$ cat config.mk
export PLATFORM = sky130hd
export DESIGN_NAME = adc_result_regs
export DESIGN_NICKNAME = d
export VERILOG_FILES = /design/src/rtl/adc_result_regs.sv
export SDC_FILE = /design/constraint.sdc
export NUM_CORES = 1
export LEC_CHECK = 0
export BUFFER_PORTS_ARGS = -buffer_cell sky130_fd_sc_hd__buf_2
export CORE_AREA = 10 10 51 53
export DETAILED_ROUTE_END_ITERATION = 8
export DIE_AREA = 0 0 61 63
export GPL_TIMING_DRIVEN = 0
export PLACE_DENSITY = 0.69
export SETUP_SLACK_MARGIN = 0.15
export SLEW_MARGIN = 20
export SYNTH_ARGS = -nofsm -noshare
export SYNTH_HDL_FRONTEND = slang
export SYNTH_SLANG_ARGS = --single-unit
$ cat constraint.sdc
create_clock -name clk -period 1.8 [get_ports clk]
set_input_delay 0.09 -clock clk [delete_from_list [all_inputs] [get_ports clk]]
set_output_delay 0.09 -clock clk [all_outputs]
set_load 0.02 [all_outputs]
$ cat src/rtl/adc_result_regs.sv
module adc_result_regs #(
  parameter int                RES_W   = 10,
  parameter int                ADDR_W  = 8,
  parameter logic [ADDR_W-1:0] LO_ADDR = 8'h04,
  parameter logic [ADDR_W-1:0] HI_ADDR = 8'h05
) (
  input  logic              clk,
  input  logic              rst_n,
  input  logic              conv_done,
  input  logic [RES_W-1:0]  conv_data,
  input  logic              left_adj,
  input  logic              rd_en,
  input  logic [ADDR_W-1:0] rd_addr,
  output logic [7:0]        rd_data,
  output logic              lost
);
  localparam int PAIR_W = 16;
  localparam int PAD    = PAIR_W - RES_W;

  logic [RES_W-1:0]  res_q;
  logic              lock_q;
  logic              lost_q;
  logic [PAIR_W-1:0] pair;

  wire lo_rd   = rd_en && (rd_addr == LO_ADDR);
  wire hi_rd   = rd_en && (rd_addr == HI_ADDR);
  wire blocked = lock_q || lo_rd;

  always_ff @(posedge clk or negedge rst_n) begin
    if (!rst_n) begin
      res_q  <= '0;
      lock_q <= 1'b0;
      lost_q <= 1'b0;
    end else begin
      if (conv_done && !blocked) res_q  <= conv_data;
      if (conv_done && blocked)  lost_q <= 1'b1;
      if (lo_rd)                 lock_q <= 1'b1;
      else if (hi_rd)            lock_q <= 1'b0;
    end
  end

  assign pair    = left_adj ? {res_q, {PAD{1'b0}}} : {{PAD{1'b0}}, res_q};
  assign rd_data = lo_rd ? pair[7:0] : hi_rd ? pair[15:8] : 8'h00;
  assign lost    = lost_q;
endmodule

==> results.py, run 1 <==
metrics = {
    "yosys": {
        "synth_cell_type_count": 13,
        "synth_nets": 77,
        "synthCells": 54,
        "synth_common_cells": "mux2_2, dfrtp_1, nor2_1",
        "synth_top_family_by_area": "multiplexers",
        "synth-xor-area-share_pct": 0,
        "seq_area_frac_synth_pct": 44.53,
        "synth_top_area_share_pct": 44.53,
        "synth_mux_area_share_pct": 25.05,
        "avgSynthCellArea_um2": 12.49,
        "ys_top_cells_by_area": "dfrtp_1, mux2_2, a22oi_1",
        "synth_most_common_cell": "mux2_2",
        "synth-edff-count": 0,
        "synth-adder-area-share_pct": 0,
        "yosys.area.top_type": "dfrtp_1",
        "synthSimpleGateAreaFrac_pct": 13.91,
        "synth-compound-area-share_pct": 14.84,
        "syn_area_um2": 674.4,
        "ys_warn_count": 0,
        "ys_ff_latch": 12,
        "async_reset_ff_share_pct": 100.0,
        "synth_top_flop_cell": "dfrtp_1",
    },
    "clock_tree": {
        "clk_latency_ps": 270,
        "root_buffer": "clkbuf_4",
        "path_clk_slew_ps": 80,
        "post_cts_buffers": 0,
        "cts_resized": 0,
        "hold_buffers": 1,
        "cts_max_level": 1,
        "numCtsBuffers": 3,
        "cts.sinks": 12,
        "clk_path_buf_depth": 2,
        "cts_tree": "done",
    },
    "die": {
        "placementRows": 15,
        "coreArea_um2": 1652,
        "ios": 32,
        "initial_core_util_pct": 40.83,
        "dieWidth_um": 61,
        "die_h_um": 63,
        "dieArea_um2": 3843,
    },
    "worst_hold_path": {
        "hp-class": "primary input to flop",
        "holdPathEnd": "res_q[8]$_DFFE_PN0P_",
        "whs_path_depth": 2,
        "min_from": "conv_data[8]",
    },
    "worst_setup_path": {
        "r2r_end": "res_q[0]$_DFFE_PN0P_",
        "critical_path.max_fanout": 10,
        "worstSetupPathType": "flop to flop",
        "arrival_ps": 1710,
        "cp_cell_sequence": "a311oi_4 -> mux2_2",
        "r2r_start": "lock_q$_DFFE_PN0P_",
        "worst_setup_path_end_kind": "flop",
        "slowest_delay_ps": 610,
        "worstPathRequired_ps": 1960,
        "r2r_cells": 2,
        "crit_path_start_kind": "flop",
        "r2r_slack_ps": 250,
        "critical-path-slowest-cell": "a311oi_4",
    },
    "power": {
        "pwr-share-clk_pct": 30.8,
        "combPwrFrac_pct": 21.4,
        "p_sw_w": 0.0001795,
        "ir_worst_vdd_v": 0.0005117,
        "power.leakage_nw": 0.4249,
        "pwr-share-seq_pct": 47.8,
        "p_int_w": 0.0005094,
        "switching_share_pct": 26.06,
        "powerDensity_nw_per_um2": 767.9,
    },
    "global_route": {
        "gr-usage-all-layers_pct": 8.762,
        "grt_max_degree": 13,
        "grt_overflow": 0,
        "grt_pass1_vias": 606,
        "grt_pass1_wl_um": 2608,
        "antenna_found_initial": 0,
    },
    "placed_design": {
        "dp_hpwl_um": 1315,
        "gp_congestion": 0.7340,
        "portBuffers": 31,
    },
    "job": {
        "cap_violations": 0,
    },
    "timing": {
        "slew_violations": 0,
        "finClkSkew_ps": 2.581,
        "period_share_pct": 86.17,
        "period_minus_slack_ps": 1551,
        "finalSetupTns_ps": 0,
        "max_clock_freq_ghz": 0.6447,
        "worst_slew_pin_slew_ps": 641.4,
        "hold_viol": 0,
        "rsz0062_at_grt": "no",
        "timing.max_slew.rel_slack_pct": 57.24,
        "setup_violations": 0,
    },
    "final_layout": {
        "fin_util_pct": 54.32,
        "syn_to_final_growth_pct": 33.02,
        "drive_gt1_share_pct": 61.11,
        "num_antenna_cells": 0,
        "finalNetCount": 114,
    },
    "route": {
        "wl_um": 1617,
        "wl_per_cell_um": 15.11,
        "drt-pass1-iter-count": 4,
        "drtAntennaViolNets": 0,
        "drcViolationCount": 0,
        "drt_iter0_markers": 9,
        "vias": 563,
        "via_per_inst": 5.262,
    },
    "status": {
        "status": "completed",
    },
}
[worst max-delay path, delay by kind of cell (launching register included)]
family | cells | cell delay, ps
muxes | 1 | 410
AOI/OAI and AO/OA | 1 | 610
DFF | 1 | 420
[logic make-up after synthesis]
| logic type | after synthesis |
|---|---|
| AO/OA/AOI/OAI | 11 |
| AND/OR/NAND/NOR | 13 |
| flip-flops | 12 |
| multiplexers | 15 |
| buffers and inverters | 3 |
[final cells by class]
| type | count | area (µm²) |
|---|---|---|
| Sequential cell | 12 | 300.3 |
| Timing Repair Buffer | 32 | 165.2 |
| Fill cell | 155 | 754.5 |
| Tap cell | 17 | 21.27 |
| Buffer | 1 | 3.754 |
| Clock buffer | 4 | 36.28 |
| Inverter | 2 | 7.507 |
| Multi-Input combinational cell | 39 | 362.8 |
[power by group through the flow]
| stage | clock network, W | registers [W] | logic, W |
|---|---|---|---|
| final | 0.000212 | 0.000329 | 0.000148 |
| after global routing | 0.000235 | 0.000334 | 0.000162 |
| after CTS | 0.000220 | 0.000329 | 0.000150 |
| after detailed placement | 0 | 0.000335 | 0.000148 |
| after global placement | 0 | 0.000333 | 0.000144 |
| after floorplan | 0 | 0.000338 | 0.0000835 |
[cell usage in the layout (no fill, tap or decap)]
cell / Yosys / layout
o21bai_1: 1 / 1
and2_2: 1 / 1
nor2_1: 9 / 9
nor4_4: 1 / 1
clkbuf_4: 0 / 3
clkbuf_1: 1 / 1
a22oi_1: 8 / 8
dlygate4sd3_1: 0 / 1
a31oi_1: 1 / 1
dfrtp_1: 12 / 12
clkbuf_8: 0 / 1
nor4bb_4: 1 / 1
inv_1: 2 / 2
mux2_2: 15 / 15
a311oi_4: 1 / 1
buf_2: 0 / 31
nand2_2: 1 / 1
[how the worst max path moves through the flow]
| stage | slack, ps | end | from | cells after the start |
|---|---|---|---|---|
| after CTS | 230 | res_q[0]$_DFFE_PN0P_ | lock_q$_DFFE_PN0P_ | 2 |
| after global routing | 200 | res_q[2]$_DFFE_PN0P_ | lock_q$_DFFE_PN0P_ | 2 |
| after detailed placement | 240 | res_q[0]$_DFFE_PN0P_ | lock_q$_DFFE_PN0P_ | 2 |
| final | 250 | res_q[0]$_DFFE_PN0P_ | lock_q$_DFFE_PN0P_ | 2 |
| after floorplan | 430 | res_q[0]$_DFFE_PN0P_ | lock_q$_DFFE_PN0P_ | 2 |
| after global placement | 280 | res_q[5]$_DFFE_PN0P_ | lock_q$_DFFE_PN0P_ | 2 |
[per-layer routing]
layer	part of all wire, %	global-route usage, %
met3	11	5.285
met5	0	0
met4	0	4.121
met2	51	14.16
met1	38	8.439
[through the flow]
| step | instance area (µm²) | setup WS [ps] | hold WS [ps] | total power [W] | instances |
|---|---|---|---|---|---|
| global route | 897.1 | 196.8 | 35.80 | 0.0007304 | 107 |
| detailed placement | 850.8 | 243.3 | -16.61 | 0.0004821 | 102 |
| CTS | 897.1 | 231.0 | 36.67 | 0.0006993 | 107 |
| global placement | 850.8 | 275.2 | -18.84 | 0.0004769 | 102 |
| finish | 897.1 | 248.9 | 44.55 | 0.0006889 | 107 |
| floorplan | 674.4 | 426.2 | -205.6 | 0.0004218 | 54 |
[sequential cells by signal (all words and copies together), names as in the netlist]
register / flops
lost: 1
res_q: 10
lock_q: 1
Note: power is estimated with default switching activity, not from simulation.
==> inputs of run 2 (changes only) <==
CORE_AREA = 10 10 50 52   (was 10 10 51 53)
CTS_BUF_LIST = sky130_fd_sc_hd__clkbuf_4 sky130_fd_sc_hd__clkbuf_8   (was not set)
DIE_AREA = 0 0 60 62   (was 0 0 61 63)
PLACE_DENSITY = 0.75   (was 0.69)
==> run 2 against run 1 <==
Compared with the run above:
- cell count unchanged
- clock-buffer cell count unchanged
- combinational power about the same
- clock power increased by 4%
- sequential cell count unchanged
- die area decreased by 3.2%
- wire length increased by 6.9%
==> results.py, run 2 (synthesis results as in run 1) <==
metrics = {
    "placed_design": {
        "placed_cell_area_um2": 850.8,
        "dp_hpwl_um": 1406,
        "gp_congestion": 0.7701,
        "dpl_worst_slack_ps": 253.3,
        "portBuffers": 31,
    },
    "worst_setup_path": {
        "r2r_slack_ps": 290,
        "cp-startpoint": "lock_q$_DFFE_PN0P_",
        "r2r_cells": 2,
        "endpoint": "res_q[5]$_DFFE_PN0P_",
        "worstSetupPathType": "flop to flop",
        "r2r_end": "res_q[5]$_DFFE_PN0P_",
        "crit_buf_inv": 0,
        "cp_num_cells": 2,
        "crit_path_start_kind": "flop",
        "cp_cell_sequence": "a311oi_4 -> mux2_2",
        "cp_top_family": "compound AO/OA/AOI/OAI gates",
        "worst_setup_path_end_kind": "flop",
        "critical-path-slowest-cell": "a311oi_4",
        "arrival_ps": 1680,
        "r2r_start": "lock_q$_DFFE_PN0P_",
        "worstPathRequired_ps": 1970,
        "slowest_delay_ps": 570,
        "critical_path.max_fanout": 10,
    },
    "die": {
        "placementRows": 15,
        "ios": 32,
        "initial_core_util_pct": 41.78,
        "dieArea_um2": 3720,
        "die_h_um": 62,
        "coreArea_um2": 1614,
        "dieWidth_um": 60,
    },
    "final_layout": {
        "syn_to_final_growth_pct": 33.02,
        "largest_reg_flops": 10,
        "final_cell_mix": "buf_2, mux2_2, dfrtp_1",
        "largest-register": "res_q",
        "final_common_cell": "buf_2",
        "design_area_um2": 897.1,
        "finalNetCount": 114,
        "num_antenna_cells": 0,
        "drive_gt1_share_pct": 61.11,
    },
    "route": {
        "drtAntennaViolNets": 0,
        "via_per_inst": 5.327,
        "drt-pass1-iter-count": 4,
        "vias": 570,
        "wl_um": 1728,
        "drcViolationCount": 0,
        "drt_iter0_markers": 15,
        "wl_per_cell_um": 16.15,
    },
    "clock_tree": {
        "post_cts_buffers": 0,
        "cts.sinks": 12,
        "clk_path_buf_depth": 2,
        "hold_buffers": 1,
        "cts_tree": "done",
        "clk_latency_ps": 280,
        "root_buffer": "clkbuf_4",
        "cts_max_level": 1,
        "numCtsBuffers": 3,
        "cts_resized": 0,
        "path_clk_slew_ps": 80,
    },
    "timing": {
        "finalSetupTns_ps": 0,
        "fin_ws_ps": 293.8,
        "hold_viol": 0,
        "timing.max_slew.rel_slack_pct": 61.11,
        "rsz0062_at_grt": "no",
        "finClkSkew_ps": 3.499,
        "max_clock_freq_ghz": 0.6639,
        "period_share_pct": 83.68,
        "worst_slew_pin_slew_ps": 583.4,
        "slew_violations": 0,
        "period_minus_slack_ps": 1506,
        "setup_violations": 0,
        "hold_ws_ps": 34.08,
    },
    "job": {
        "cap_violations": 0,
    },
    "power": {
        "power.leakage_nw": 0.4249,
        "ir_worst_vdd_v": 0.0003840,
        "powerDensity_nw_per_um2": 778.1,
    },
    "global_route": {
        "grt_overflow": 0,
        "grt_pass1_vias": 568,
        "antenna_found_initial": 0,
        "grt_pass1_wl_um": 2649,
        "gr-usage-all-layers_pct": 9.891,
        "grt_max_degree": 13,
    },
    "worst_hold_path": {
        "whs_path_depth": 2,
        "hp-class": "primary input to flop",
    },
    "status": {
        "status": "completed",
    },
}
run 2: cell counts in the layout (fill, tap and decap cells not counted):
Identical to the previous run, type by type.
run 2: through the flow:
stage / util (%) / cells / power [W]
after floorplan: - / 54 / 0.0004218
after global placement: 52.71 / 102 / 0.0004760
after detailed placement: 52.71 / 102 / 0.0004848
after CTS: 55.58 / 107 / 0.0007071
after global routing: 55.58 / 107 / 0.0007446
final: 55.58 / 107 / 0.0006981
run 2: area by class of cell:
class                      instances  area [µm²]
timing repair buffer              32       165.2
inverter                           2       7.507
fill                             146       716.9
tap                               17       21.27
buffer                             1       3.754
sequential                        12       300.3
clock buffer                       4       36.28
multi-input combinational         39       362.8
run 2: layer usage:
layer | vias up | share of wire, % | wire length, µm | track usage (%)
met3 | 5 | 9.0 | 156 | 3.862
met4 | 0 | 3.2 | 56 | 8.654
li1 | 279 | - | - | -
met2 | 20 | 51 | 886 | 16.18
met5 | - | 0 | 0 | 0
met1 | 266 | 36 | 628 | 9.552
run 2: how the worst min path moves through the flow:
stage | endpoint | startpoint | slack [ps]
after floorplan | lock_q$_DFFE_PN0P_ | rst_n | -210
after global placement | res_q[6]$_DFFE_PN0P_ | rst_n | -20
after detailed placement | res_q[6]$_DFFE_PN0P_ | rst_n | -10
after CTS | res_q[6]$_DFFE_PN0P_ | conv_data[6] | 30
after global routing | res_q[3]$_DFFE_PN0P_ | conv_data[3] | 20
final | res_q[6]$_DFFE_PN0P_ | conv_data[6] | 30
run 2: where the power goes:
part / internal [W] / leakage, nW / switching, W
registers: 0.000304 / 0.141 / 0.0000253
logic: 0.0000825 / 0.263 / 0.0000658
clock network: 0.000123 / 0.0210 / 0.0000971
total: 0.000510 / 0.425 / 0.000188
==> inputs of run 3 (changes only) <==
clock period = 1.6 ns   (was 1.8 ns; I/O delays follow)
==> run 3 against run 2 <==
Compared with the run above:
- non-clock buffer count rose by 3
- final area rose by 4.5%
- utilization rose by 2.5 points
- hold slack got worse by 10 ps
- clock-buffer cell count did not move
- clock power rose by 13%
- critical path depth rose by 2
- cell count rose by 2.8%
- die area did not move
- sequential cell count did not move
- sequential power rose by 12%
- critical path type is now flop to output pin
- critical endpoint is now rd_data[6]
- largest power group unchanged
- highest routed layer unchanged
==> results.py, run 3 (synthesis results as in run 1) <==
metrics = {
    "timing": {
        "finClkSkew_ps": 2.355,
        "fin_ws_ps": 217.1,
        "hold_viol": 0,
        "setup_violations": 0,
        "period_share_pct": 86.43,
        "period_minus_slack_ps": 1383,
        "worst_slew_pin_slew_ps": 391.0,
        "finalSetupTns_ps": 0,
        "slew_violations": 0,
        "max_clock_freq_ghz": 0.7231,
        "rsz0062_at_grt": "yes",
        "timing.max_slew.rel_slack_pct": 73.84,
    },
    "final_layout": {
        "syn_to_final_growth_pct": 38.96,
        "finalNetCount": 117,
        "drive_gt1_share_pct": 63.44,
        "fin_util_pct": 58.06,
        "stdcell_count": 110,
        "final_common_cell": "buf_2",
        "multi_input_area_um2": 367.9,
        "largest_reg_flops": 10,
        "final_cell_mix": "buf_2, mux2_2, dfrtp_1",
        "num_antenna_cells": 0,
        "design_area_um2": 937.1,
        "seq_area_um2": 300.3,
        "num-fill-cells": 140,
        "largest-register": "res_q",
    },
    "worst_setup_path": {
        "arrival_ps": 1300,
        "critical-path-slowest-cell": "dfrtp_1",
        "worstPathRequired_ps": 1520,
        "critical_path.max_fanout": 3,
        "worstSetupPathType": "flop to output pin",
        "r2r_end": "res_q[5]$_DFFE_PN0P_",
        "cp_cell_sequence": "mux2_2 -> a22oi_1 -> nor2_1 -> buf_2",
        "r2r_start": "lock_q$_DFFE_PN0P_",
        "r2r_slack_ps": 290,
        "r2r_cells": 3,
        "crit_path_start_kind": "flop",
        "worst_setup_path_end_kind": "output pin",
        "slowest_delay_ps": 400,
        "crit_buf_inv": 1,
        "cp_top_family": "flip-flops",
    },
    "power": {
        "power.leakage_nw": 0.4441,
        "ir_worst_vdd_v": 0.0004299,
        "powerDensity_nw_per_um2": 857.8,
    },
    "route": {
        "wl_um": 1758,
        "drtAntennaViolNets": 0,
        "wl_per_cell_um": 15.98,
        "vias": 570,
        "via_per_inst": 5.182,
        "drt-pass1-iter-count": 3,
        "drcViolationCount": 0,
        "drt_iter0_markers": 9,
    },
    "die": {
        "placementRows": 15,
        "coreArea_um2": 1614,
        "dieArea_um2": 3720,
        "dieWidth_um": 60,
        "die_h_um": 62,
        "ios": 32,
        "initial_core_util_pct": 41.78,
    },
    "global_route": {
        "grt_max_degree": 13,
        "grt_pass1_vias": 572,
        "grt_pass1_wl_um": 2656,
        "antenna_found_initial": 0,
        "grt_overflow": 0,
        "gr-usage-all-layers_pct": 9.933,
    },
    "job": {
        "cap_violations": 0,
    },
    "clock_tree": {
        "path_clk_slew_ps": 80,
        "numCtsBuffers": 3,
        "cts.sinks": 12,
        "clk_latency_ps": 280,
        "cts_max_level": 1,
        "clk_path_buf_depth": 2,
        "cts_tree": "done",
        "root_buffer": "clkbuf_4",
    },
    "placed_design": {
        "dpl_worst_slack_ps": 53.28,
        "gp_congestion": 0.7701,
        "portBuffers": 31,
        "placed_cell_area_um2": 850.8,
        "dpl.cell_count": 102,
        "dp_hpwl_um": 1406,
    },
    "worst_hold_path": {
        "whs_path_depth": 2,
        "hp-class": "primary input to flop",
        "min_from": "conv_data[6]",
        "holdPathEnd": "res_q[6]$_DFFE_PN0P_",
    },
    "status": {
        "status": "completed",
    },
}
## run 3: stage by stage
step	total power [W]	hold slack (ps)
2_1_floorplan	0.0004745	-215.6
3_3_place_gp	0.0005355	-29.41
3_5_place_dp	0.0005454	-21.21
4_1_cts	0.0008027	22.10
5_1_grt	0.0008557	11.07
6_report	0.0008039	23.72
## run 3: per-layer routing
layer	routed length [µm]	global-route usage, %	vias up
met3	154	3.862	5
met2	894	16.32	18
met4	56	8.654	0
li1	-	-	282
met5	0	0	-
met1	653	9.552	265
## run 3: worst max path at each step
stage                          from                    to  slack, ps  depth (start not counted)
2_1_floorplan    lock_q$_DFFE_PN0P_  res_q[0]$_DFFE_PN0P_        230                          2
3_3_place_gp     lock_q$_DFFE_PN0P_  res_q[2]$_DFFE_PN0P_         90                          2
3_5_place_dp     lock_q$_DFFE_PN0P_  res_q[5]$_DFFE_PN0P_         50                          2
4_1_cts        res_q[6]$_DFFE_PN0P_            rd_data[6]        210                          4
5_1_grt        res_q[8]$_DFFE_PN0P_            rd_data[0]        120                          4
6_report       res_q[6]$_DFFE_PN0P_            rd_data[6]        220                          4
## run 3: where the power goes
part           switching, W  internal (W)  total, W
clock network      0.000109      0.000139  0.000248
registers         0.0000276      0.000342  0.000370
logic             0.0000794      0.000107  0.000187
total              0.000216      0.000588  0.000804
## run 3: area by class of cell
cell class | instances | share of cell area, %
flip-flops and latches | 12 | 32.04
well taps | 17 | 2.270
repair buffers | 35 | 21.36
inverters | 2 | 0.8011
multi-input cells | 39 | 39.25
clock buffers | 4 | 3.872
plain buffers | 1 | 0.4005
## run 3: timing repair
item / 4_1_cts / 5_1_grt
setup buffers: 1 / 2
pin swaps: 1 / 0
hold buffers: 1 / 0
endpoints found under the setup margin: 10 / 2
endpoints found under the hold margin: 12 / 0
resized for setup: 0 / 1
